$ cat src/rtl/sclgen_pkg.sv
package sclgen_pkg;

    localparam int unsigned PRESCALE_W     = 8;
    localparam int unsigned PHASE_W        = 16;
    localparam int unsigned PHASE_CNT_W    = PHASE_W + 1;
    localparam int unsigned PHASE_OVERHEAD = 6;

    typedef enum logic [1:0] {
        PH_IDLE = 2'd0,
        PH_LOW  = 2'd1,
        PH_HIGH = 2'd2
    } phase_e;

    typedef struct packed {
        logic [PRESCALE_W-1:0] prescale;
        logic [PHASE_W-1:0]    low_cnt;
        logic [PHASE_W-1:0]    high_cnt;
    } timing_cfg_t;

    typedef struct packed {
        logic level;
        logic fall;
        logic rise;
        logic bit_end;
    } scl_evt_t;

    localparam scl_evt_t EVT_IDLE = '{level: 1'b1, fall: 1'b0, rise: 1'b0, bit_end: 1'b0};

    // Index of the last tick of a phase programmed with count c.
    function automatic logic [PHASE_CNT_W-1:0] phase_last(input logic [PHASE_W-1:0] c);
        return {1'b0, c} + PHASE_CNT_W'(PHASE_OVERHEAD - 1);
    endfunction

endpackage

$ cat src/rtl/sclgen_cfg_regs.sv
module sclgen_cfg_regs
    import sclgen_pkg::*;
#(
    parameter timing_cfg_t RESET_CFG = '0
) (
    input  logic        clk,
    input  logic        rst,
    input  logic        soft_rst,
    input  logic        we,
    input  timing_cfg_t wr_cfg,
    output timing_cfg_t cfg
);

    always_ff @(posedge clk) begin
        if (rst) begin
            cfg <= RESET_CFG;
        end else if (we && soft_rst) begin
            cfg <= wr_cfg;
        end
    end

    // Configuration only moves when the previous cycle was in soft reset.
    a_r5_frozen_when_running: assert property (@(posedge clk) disable iff (rst)
        !$past(soft_rst) |-> $stable(cfg))
        else $error("configuration changed outside soft reset");

endmodule

$ cat src/rtl/sclgen_prescaler.sv
module sclgen_prescaler
    import sclgen_pkg::*;
#(
    parameter int unsigned W = PRESCALE_W
) (
    input  logic         clk,
    input  logic         rst,
    input  logic         run,
    input  logic [W-1:0] prescale,
    output logic         tick
);

    logic [W-1:0] div_cnt;

    assign tick = run && (div_cnt == prescale);

    always_ff @(posedge clk) begin
        if (rst || !run) begin
            div_cnt <= '0;
        end else if (div_cnt == prescale) begin
            div_cnt <= '0;
        end else begin
            div_cnt <= div_cnt + W'(1);
        end
    end

    a_r2_count_in_range: assert property (@(posedge clk) disable iff (rst || !run)
        div_cnt <= prescale)
        else $error("prescale counter beyond terminal");

    a_r2_tick_spacing: assert property (@(posedge clk) disable iff (rst || !run)
        (tick && prescale != '0) |=> !tick)
        else $error("ticks closer than prescale allows");

endmodule

$ cat src/rtl/sclgen_phase_fsm.sv
module sclgen_phase_fsm
    import sclgen_pkg::*;
#(
    parameter int unsigned PW = PHASE_W,
    localparam int unsigned CW = PW + 1
) (
    input  logic          clk,
    input  logic          rst,
    input  logic          run,
    input  logic          enable,
    input  logic          hold_low,
    input  logic          scl_in,
    input  logic          tick,
    input  logic [PW-1:0] low_cnt,
    input  logic [PW-1:0] high_cnt,
    output scl_evt_t      evt
);

    phase_e        state;
    logic [CW-1:0] ph_cnt;
    logic [CW-1:0] low_last;
    logic [CW-1:0] high_last;
    logic          low_done;
    logic          high_done;

    assign low_last  = phase_last(low_cnt);
    assign high_last = phase_last(high_cnt);
    assign low_done  = tick && (ph_cnt >= low_last);
    assign high_done = tick && scl_in && (ph_cnt >= high_last);

    always_ff @(posedge clk) begin
        if (rst || !run) begin
            state  <= PH_IDLE;
            ph_cnt <= '0;
            evt    <= EVT_IDLE;
        end else begin
            evt.fall    <= 1'b0;
            evt.rise    <= 1'b0;
            evt.bit_end <= 1'b0;
            unique case (state)
                PH_IDLE: begin
                    if (enable && tick) begin
                        state     <= PH_LOW;
                        ph_cnt    <= '0;
                        evt.level <= 1'b0;
                        evt.fall  <= 1'b1;
                    end
                end
                PH_LOW: begin
                    if (low_done) begin
                        if (!hold_low) begin
                            state     <= PH_HIGH;
                            ph_cnt    <= '0;
                            evt.level <= 1'b1;
                            evt.rise  <= 1'b1;
                        end
                    end else if (tick) begin
                        ph_cnt <= ph_cnt + CW'(1);
                    end
                end
                PH_HIGH: begin
                    if (high_done) begin
                        evt.bit_end <= 1'b1;
                        ph_cnt      <= '0;
                        if (enable) begin
                            state     <= PH_LOW;
                            evt.level <= 1'b0;
                            evt.fall  <= 1'b1;
                        end else begin
                            state <= PH_IDLE;
                        end
                    end else if (tick && scl_in) begin
                        ph_cnt <= ph_cnt + CW'(1);
                    end
                end
                default: begin
                    state     <= PH_IDLE;
                    evt.level <= 1'b1;
                end
            endcase
        end
    end

    a_r10_edges_exclusive: assert property (@(posedge clk) disable iff (rst || !run)
        !(evt.fall && evt.rise))
        else $error("fall and rise strobes together");

    a_r10_fall_on_change: assert property (@(posedge clk) disable iff (rst || !run)
        evt.fall |-> $fell(evt.level))
        else $error("fall strobe without SCL falling");

    a_r10_rise_on_change: assert property (@(posedge clk) disable iff (rst || !run)
        evt.rise |-> $rose(evt.level))
        else $error("rise strobe without SCL rising");

    a_r7_idle_released: assert property (@(posedge clk) disable iff (rst || !run)
        (state == PH_IDLE) |-> evt.level)
        else $error("SCL driven low while idle");

    a_r3_low_count_bound: assert property (@(posedge clk) disable iff (rst || !run)
        (state == PH_LOW) |-> (ph_cnt <= low_last))
        else $error("low phase counter overran");

    a_r8_high_waits_line: assert property (@(posedge clk) disable iff (rst || !run)
        (state == PH_HIGH && !scl_in) |=> $stable(ph_cnt))
        else $error("high phase counted while line low");

endmodule

$ cat src/rtl/scl_clock_gen.sv
module scl_clock_gen
    import sclgen_pkg::*;
(
    input  logic                  clk,
    input  logic                  rst,
    input  logic                  soft_rst,
    input  logic                  cfg_we,
    input  logic [PRESCALE_W-1:0] cfg_prescale,
    input  logic [PHASE_W-1:0]    cfg_low,
    input  logic [PHASE_W-1:0]    cfg_high,
    input  logic                  enable,
    input  logic                  hold_low,
    input  logic                  scl_in,
    output logic                  scl_out,
    output logic                  fall_stb,
    output logic                  rise_stb,
    output logic                  bit_stb
);

    timing_cfg_t wr_cfg;
    timing_cfg_t cfg;
    scl_evt_t    evt;
    logic        tick;
    logic        run;

    assign run    = !soft_rst;
    assign wr_cfg = '{prescale: cfg_prescale, low_cnt: cfg_low, high_cnt: cfg_high};

    sclgen_cfg_regs u_cfg (
        .clk      (clk),
        .rst      (rst),
        .soft_rst (soft_rst),
        .we       (cfg_we),
        .wr_cfg   (wr_cfg),
        .cfg      (cfg)
    );

    sclgen_prescaler #(.W(PRESCALE_W)) u_presc (
        .clk      (clk),
        .rst      (rst),
        .run      (run),
        .prescale (cfg.prescale),
        .tick     (tick)
    );

    sclgen_phase_fsm #(.PW(PHASE_W)) u_phase (
        .clk      (clk),
        .rst      (rst),
        .run      (run),
        .enable   (enable),
        .hold_low (hold_low),
        .scl_in   (scl_in),
        .tick     (tick),
        .low_cnt  (cfg.low_cnt),
        .high_cnt (cfg.high_cnt),
        .evt      (evt)
    );

    assign scl_out  = evt.level;
    assign fall_stb = evt.fall;
    assign rise_stb = evt.rise;
    assign bit_stb  = evt.bit_end;

    a_r6_soft_reset_releases: assert property (@(posedge clk) disable iff (rst)
        $past(soft_rst) |-> scl_out)
        else $error("SCL low after soft reset");

endmodule

$ cat config.mk
export PLATFORM = sky130hd
export DESIGN_NAME = scl_clock_gen
export DESIGN_NICKNAME = d
export VERILOG_FILES = /design/src/rtl/sclgen_pkg.sv /design/src/rtl/sclgen_cfg_regs.sv /design/src/rtl/sclgen_prescaler.sv /design/src/rtl/sclgen_phase_fsm.sv /design/src/rtl/scl_clock_gen.sv
export SDC_FILE = /design/constraint.sdc
export NUM_CORES = 1
export LEC_CHECK = 0
export BUFFER_PORTS_ARGS = -buffer_cell sky130_fd_sc_hd__buf_4
export CORE_UTILIZATION = 40
export DETAILED_ROUTE_END_ITERATION = 6
export SYNTH_ARGS = -nofsm -noshare
export SYNTH_HDL_FRONTEND = slang
export SYNTH_SLANG_ARGS = --single-unit
$ cat constraint.sdc
create_clock -name clk -period 4.3 [get_ports clk]
set_clock_uncertainty 0.05 [all_clocks]
set_input_delay 0.43 -clock clk [delete_from_list [all_inputs] [get_ports clk]]
set_output_delay 0.43 -clock clk [all_outputs]
set_load 0.02 [all_outputs]
* After elaboration in Yosys (flattened, before gate mapping) *
Cells that the tools add are included.

storage, ports and cells
  register bits = 71
  output and inout bits = 4

cells by class
  $add $sub $neg = 4
  reductions and logical operators = 16
  equality and inequality tests = 11
  muxes and demuxes = 22
  bitwise logic cells = 3
  order comparisons = 2

operator list
  kind                                                                    count
  17-bit 2-to-1 mux                                                       6
  17-bit case mux with 3 select lines                                     1
  16-bit by 3-bit adder with 17-bit output (second input constant)        2
  17-bit greater-or-equal comparator                                      2
  17-bit by 1-bit adder with 17-bit output (second input constant)        1
  2-bit 2-to-1 mux                                                        7
  5-bit AND reduction                                                     2
  8-bit by 1-bit adder with 8-bit output (second input constant)          1
  8-bit equality test                                                     1
  1-bit logical AND                                                       6
  2-bit by 1-bit != test with 1-bit output (second input constant)        3
  3-bit by 1-bit != test with 1-bit output (second input constant)        2
  2-bit case mux with 3 select lines                                      1
  1-bit 2-to-1 mux                                                        5
  2-bit != test (second input constant)                                   2
  4-bit AND reduction                                                     1
  2-bit OR reduction                                                      2
  3-bit != test (second input constant)                                   1
  1-bit inverter                                                          3
  1-bit case mux with 3 select lines                                      1
  3-bit nonzero test                                                      1
  3-bit OR reduction                                                      1
  2-bit by 1-bit equality test with 1-bit output (second input constant)  1
  2-bit equality test (second input constant)                             1
  4 further kinds                                                         4

* Logic depth before layout (Yosys ltp) *
  depth in word-level cells = 6
  mapped depth = 15

* Modules after synthesis *
A second synthesis with hierarchy kept.

unflattened totals
  cells, all modules = 536
  area total of the unflattened synthesis = 4946.0 sq um

by module, submodules not included
  module            seq. area each (sq um)  times used  area an instance (sq um)  cells an instance
  sclgen_phase_fsm  460.4                   1           2529.9                    306
  sclgen_cfg_regs   800.8                   1           1935.6                    182
  sclgen_prescaler  160.2                   1           476.7                     47
  scl_clock_gen     0.0                     1           3.8                       1

* Worst setup path before layout *
No wires, ideal clock.

  path type = register -> register
  start = reg u_cfg.cfg[19] (netlist name)
  end = reg u_phase.ph_cnt[8]
  library setup time = 0.118 ns
  data arrival time = 3.127 ns
  cell stages (with the launch flop) = 16
  buffers on the path = 1
  clock period less this slack = 3.296 ns
  slack = 1.004 ns
  cells stage by stage = dfxtp_1 -> and3_1 -> and3_1 -> nand4_1 -> or2_2 -> nor2_1 -> xnor2_1 -> ha_1 -> nand4_1 -> nor3_1 -> a221o_1 -> o311ai_0 -> a21oi_2 -> buf_2 -> nand2_1 -> o21ai_1

between the ends
  longest elaborated chain between the ends = 5

ends and longest elaborated chain
  what                                                                                                RTL line                text
  16-bit by 3-bit adder with 17-bit output *                                                          sclgen_pkg.sv:31        return {1'b0, c} + PHASE_CNT_W'(PHASE_OVERHEAD - 1);
  17-bit greater-or-equal comparator *                                                                sclgen_phase_fsm.sv:28  assign low_done = tick && (ph_cnt >= low_last);
  1-bit logical AND *                                                                                 sclgen_phase_fsm.sv:28
  3-bit by 1-bit != test with 1-bit output (no source line), or another cell as far along             n/a
  5-bit AND reduction (no source line) / 17-bit case mux with 3 select lines (equally long branches)  n/a
  end signal, assigned                                                                                sclgen_phase_fsm.sv:58  ph_cnt <= ph_cnt + CW'(1);
  end signal, assigned                                                                                sclgen_phase_fsm.sv:73  ph_cnt <= ph_cnt + CW'(1);
  end, declared                                                                                       sclgen_phase_fsm.sv:20  logic [CW-1:0] ph_cnt;

Every way passes the cells marked *; elsewhere a longest branch is shown, timed or not.
A chain may end at the register's enable or synchronous reset.

* Worst setup path in the final report *
  start = reg u_cfg.cfg[19] (netlist name)
  end = reg u_phase.ph_cnt[4]

between the ends
  longest elaborated chain between the ends = 5

ends and longest elaborated chain
  what                                                                                                RTL line
  16-bit by 3-bit adder with 17-bit output *                                                          sclgen_pkg.sv:31
  17-bit greater-or-equal comparator *                                                                sclgen_phase_fsm.sv:28
  1-bit logical AND *                                                                                 sclgen_phase_fsm.sv:28
  3-bit by 1-bit != test with 1-bit output (no source line), or another cell as far along             n/a
  5-bit AND reduction (no source line) / 17-bit case mux with 3 select lines (equally long branches)  n/a

Marks and branches as above.

==> impl_metrics.env <==
export IMPL_status="complete, no violations"
export IMPL_nets=687
export IMPL_hold_start="cfg_high[5]"
export IMPL_diodes=0
export IMPL_port_buffers=50
export IMPL_rr_startpoint="u_cfg.cfg[19]$_SDFFE_PP0P_"
export IMPL_worst_setup_path_start_kind="register"
export IMPL_setup_viol=0
export IMPL_critPathKind="reg2reg"
export IMPL_worst_slack_ns=0.508
export IMPL_final_area_um2=5010
export IMPL_power_density_nw_per_um2=270
export IMPL_synth_top_area_share_pct=32.2
export IMPL_dpl_cell_area_um2=4830
export IMPL_crit_required_ns=4.47
export IMPL_drt_total_wl_um=10500
export IMPL_routed_via_count=3902
export IMPL_finalHoldViolCount=0
export IMPL_tns_ns=0
export IMPL_grt_max_degree=43
export IMPL_ys_types=53
export IMPL_cts_setup_buffers=0
export IMPL_synth_flop_cell="dfxtp_1"
export IMPL_drive_above_1_share_pct=13.5
export IMPL_slew_viol_final=0
export IMPL_tightest_slew_ns=0.917
export IMPL_critPathMaxFanout=15
export IMPL_switching_power_uw=388
export IMPL_fmax_mhz=264
export IMPL_crit_path_start="u_cfg.cfg[19]$_SDFFE_PP0P_"
export IMPL_viasPerCell=5.29
export IMPL_power_frac_seq_pct=51.5
export IMPL_fin_cells=738
export IMPL_synth_avg_cell_area_um2=7.97
export IMPL_cts_hold_buf=0
export IMPL_clkLatencyLatePin_ns=0.34
export IMPL_drt_pass1_iterations=4
export IMPL_cts_tree="done"
export IMPL_syn_area_um2=4410
export IMPL_grt_usage_pct=19.6
export IMPL_htree_num_levels=3
export IMPL_synth_seq_cells=71
export IMPL_yosysMostFrequentCell="nand2_1"
export IMPL_slew_limit_headroom_pct=38.4
export IMPL_synth_area_leaders="dfxtp_1, ha_1, nand2_1"
export IMPL_wl_per_cell_um=14.2
export IMPL_coreArea_um2=10500
export IMPL_final_util_pct=47.6
export IMPL_p_clk_share_pct=35.9
export IMPL_initialDrtViolationCount=141
export IMPL_num_rows=37
export IMPL_clock_sinks=71
export IMPL_antenna_found_initial=0
export IMPL_syn2layout_area_growth_pct=13.6
export IMPL_power_mw=1.35
export IMPL_yosys_area_top_type="dfxtp_1"
export IMPL_p_int_uw=964
export IMPL_switching_share_pct=28.7
export IMPL_syn_inst=553
export IMPL_max_cap_viol_count=0
export IMPL_synth_edf_count=0
export IMPL_grt_ovfl_total=0
export IMPL_dp_slack_ns=0.545
export IMPL_critPathCaptureType="register"
export IMPL_drc_errors=0
export IMPL_cp_data_arrival_time_ns=3.96
export IMPL_cts_root_buf="clkbuf_8"
export IMPL_async_flop_share_pct=0
export IMPL_ys_warn_count=0
export IMPL_clk_pin_slew_ns=0.08
export IMPL_routabilityCongestion=0.855
export IMPL_period_minus_slack_ns=3.79
export IMPL_dp_cells=722
export IMPL_rsz0062_at_grt="false"
export IMPL_synthTopCellsByCount="nand2_1, dfxtp_1, a21oi_1"
export IMPL_grt_pass1_vias=3682
export IMPL_antenna_left=0
export IMPL_die_area_um2=11400
export IMPL_start_util_pct=41.9
export IMPL_pwr_share_comb_pct=12.5
export IMPL_cts_buffer_depth=2
export IMPL_irDropWorstVdd_uv=171
export IMPL_yosysSeqAreaShare_pct=32.2
export IMPL_dp_final_hpwl_um=8060
export IMPL_power_leakage_nw=2.07
export IMPL_grt_pass1_wl_um=17700
export IMPL_min_path_type="in2reg"
export IMPL_cts_resized=0
export IMPL_numCtsBuffers=9
export IMPL_whs_ns=0.279
export IMPL_syn_nets=643
export IMPL_finalCritPeriodShare_pct=88.2
export IMPL_io_pins=51
export IMPL_dieHeight_um=107
export IMPL_die_w_um=107
[worst max-delay path, cell delays in order, from the launching register on]
cell      delay [ns]
dfxtp_1         0.41
and3_1          0.21
and3_1          0.21
nand4_1         0.12
or2_2           0.32
nor2_1          0.14
xnor2_1         0.14
ha_1            0.27
nand4_1         0.15
nor3_1          0.08
a221o_1         0.39
o311ai_0        0.53
a21oi_2         0.30
a41oi_1         0.24
o22ai_1         0.10
[routing by layer]
layer  track usage, %  wire length (um)  up-vias
met5                0                 0        -
met4             5.87               147        0
met3             3.40               455       12
met2             32.5              4940       92
met1             25.9              4960     1781
li1                 -                 -     2017
[kinds of logic (layout without fill, tap and decap cells)]
kind of cell / count (synthesis) / after routing / synth area share [%]
AOI/OAI and AO/OA: 107 / 107 / 15.4
xor gates and xnor gates: 47 / 47 / 9.34
adders and majority gates: 43 / 43 / 12.2
buffers and inverters: 35 / 84 / 4.60
DFF: 71 / 71 / 32.2
muxes: 3 / 3 / 0.681
and+or+nand+nor: 247 / 247 / 25.5
[path summary, 6_finish.rpt]
path	end	slack (ns)	cells after the start
min reg2reg	u_cfg.cfg[38]$_SDFFE_PP0P_	0.43	2
max reg2reg	u_phase.ph_cnt[4]$_SDFFE_PP0P_	0.51	14
max	u_phase.ph_cnt[4]$_SDFFE_PP0P_	0.51	14
min	u_cfg.cfg[5]$_SDFFE_PP0P_	0.28	3
[cells in the final DEF, fill, tap and decap left out, types with 10 or more instances in the layout]
cell     instances
nand2_1        134
dfxtp_1         71
a21oi_1         58
buf_4           54
ha_1            43
xor2_1          35
nor2_1          30
nand3_1         26
and3_1          17
inv_1           14
xnor2_1         12
nand4_1         12
o21ai_0         11
nor3_1          10
[area by class of cell]
cell class	instances	area, um2
clock buffer	10	128
clock inverter	6	46.3
fill	1029	5500
inverter	14	52.6
multi-input combinational	447	2780
sequential	71	1420
tap	136	170
timing repair buffer	54	405
[sequential cells by signal (all words and copies together), names as in the netlist]
signal / count
u_presc.div_cnt: 8
u_phase.state: 2
u_phase.ph_cnt: 17
u_cfg.cfg: 40
u_phase.evt: 4
[power groups by stage]
stage,combinational [mW],clock (mW),sequential (mW)
after global placement,0.165,0,0.712
after global routing,0.192,0.530,0.701
after floorplan,0.113,0,0.708
final,0.169,0.486,0.697
after CTS,0.171,0.502,0.697
after detailed placement,0.171,0,0.713
No activity file was read; power rests on OpenSTA's default activity.
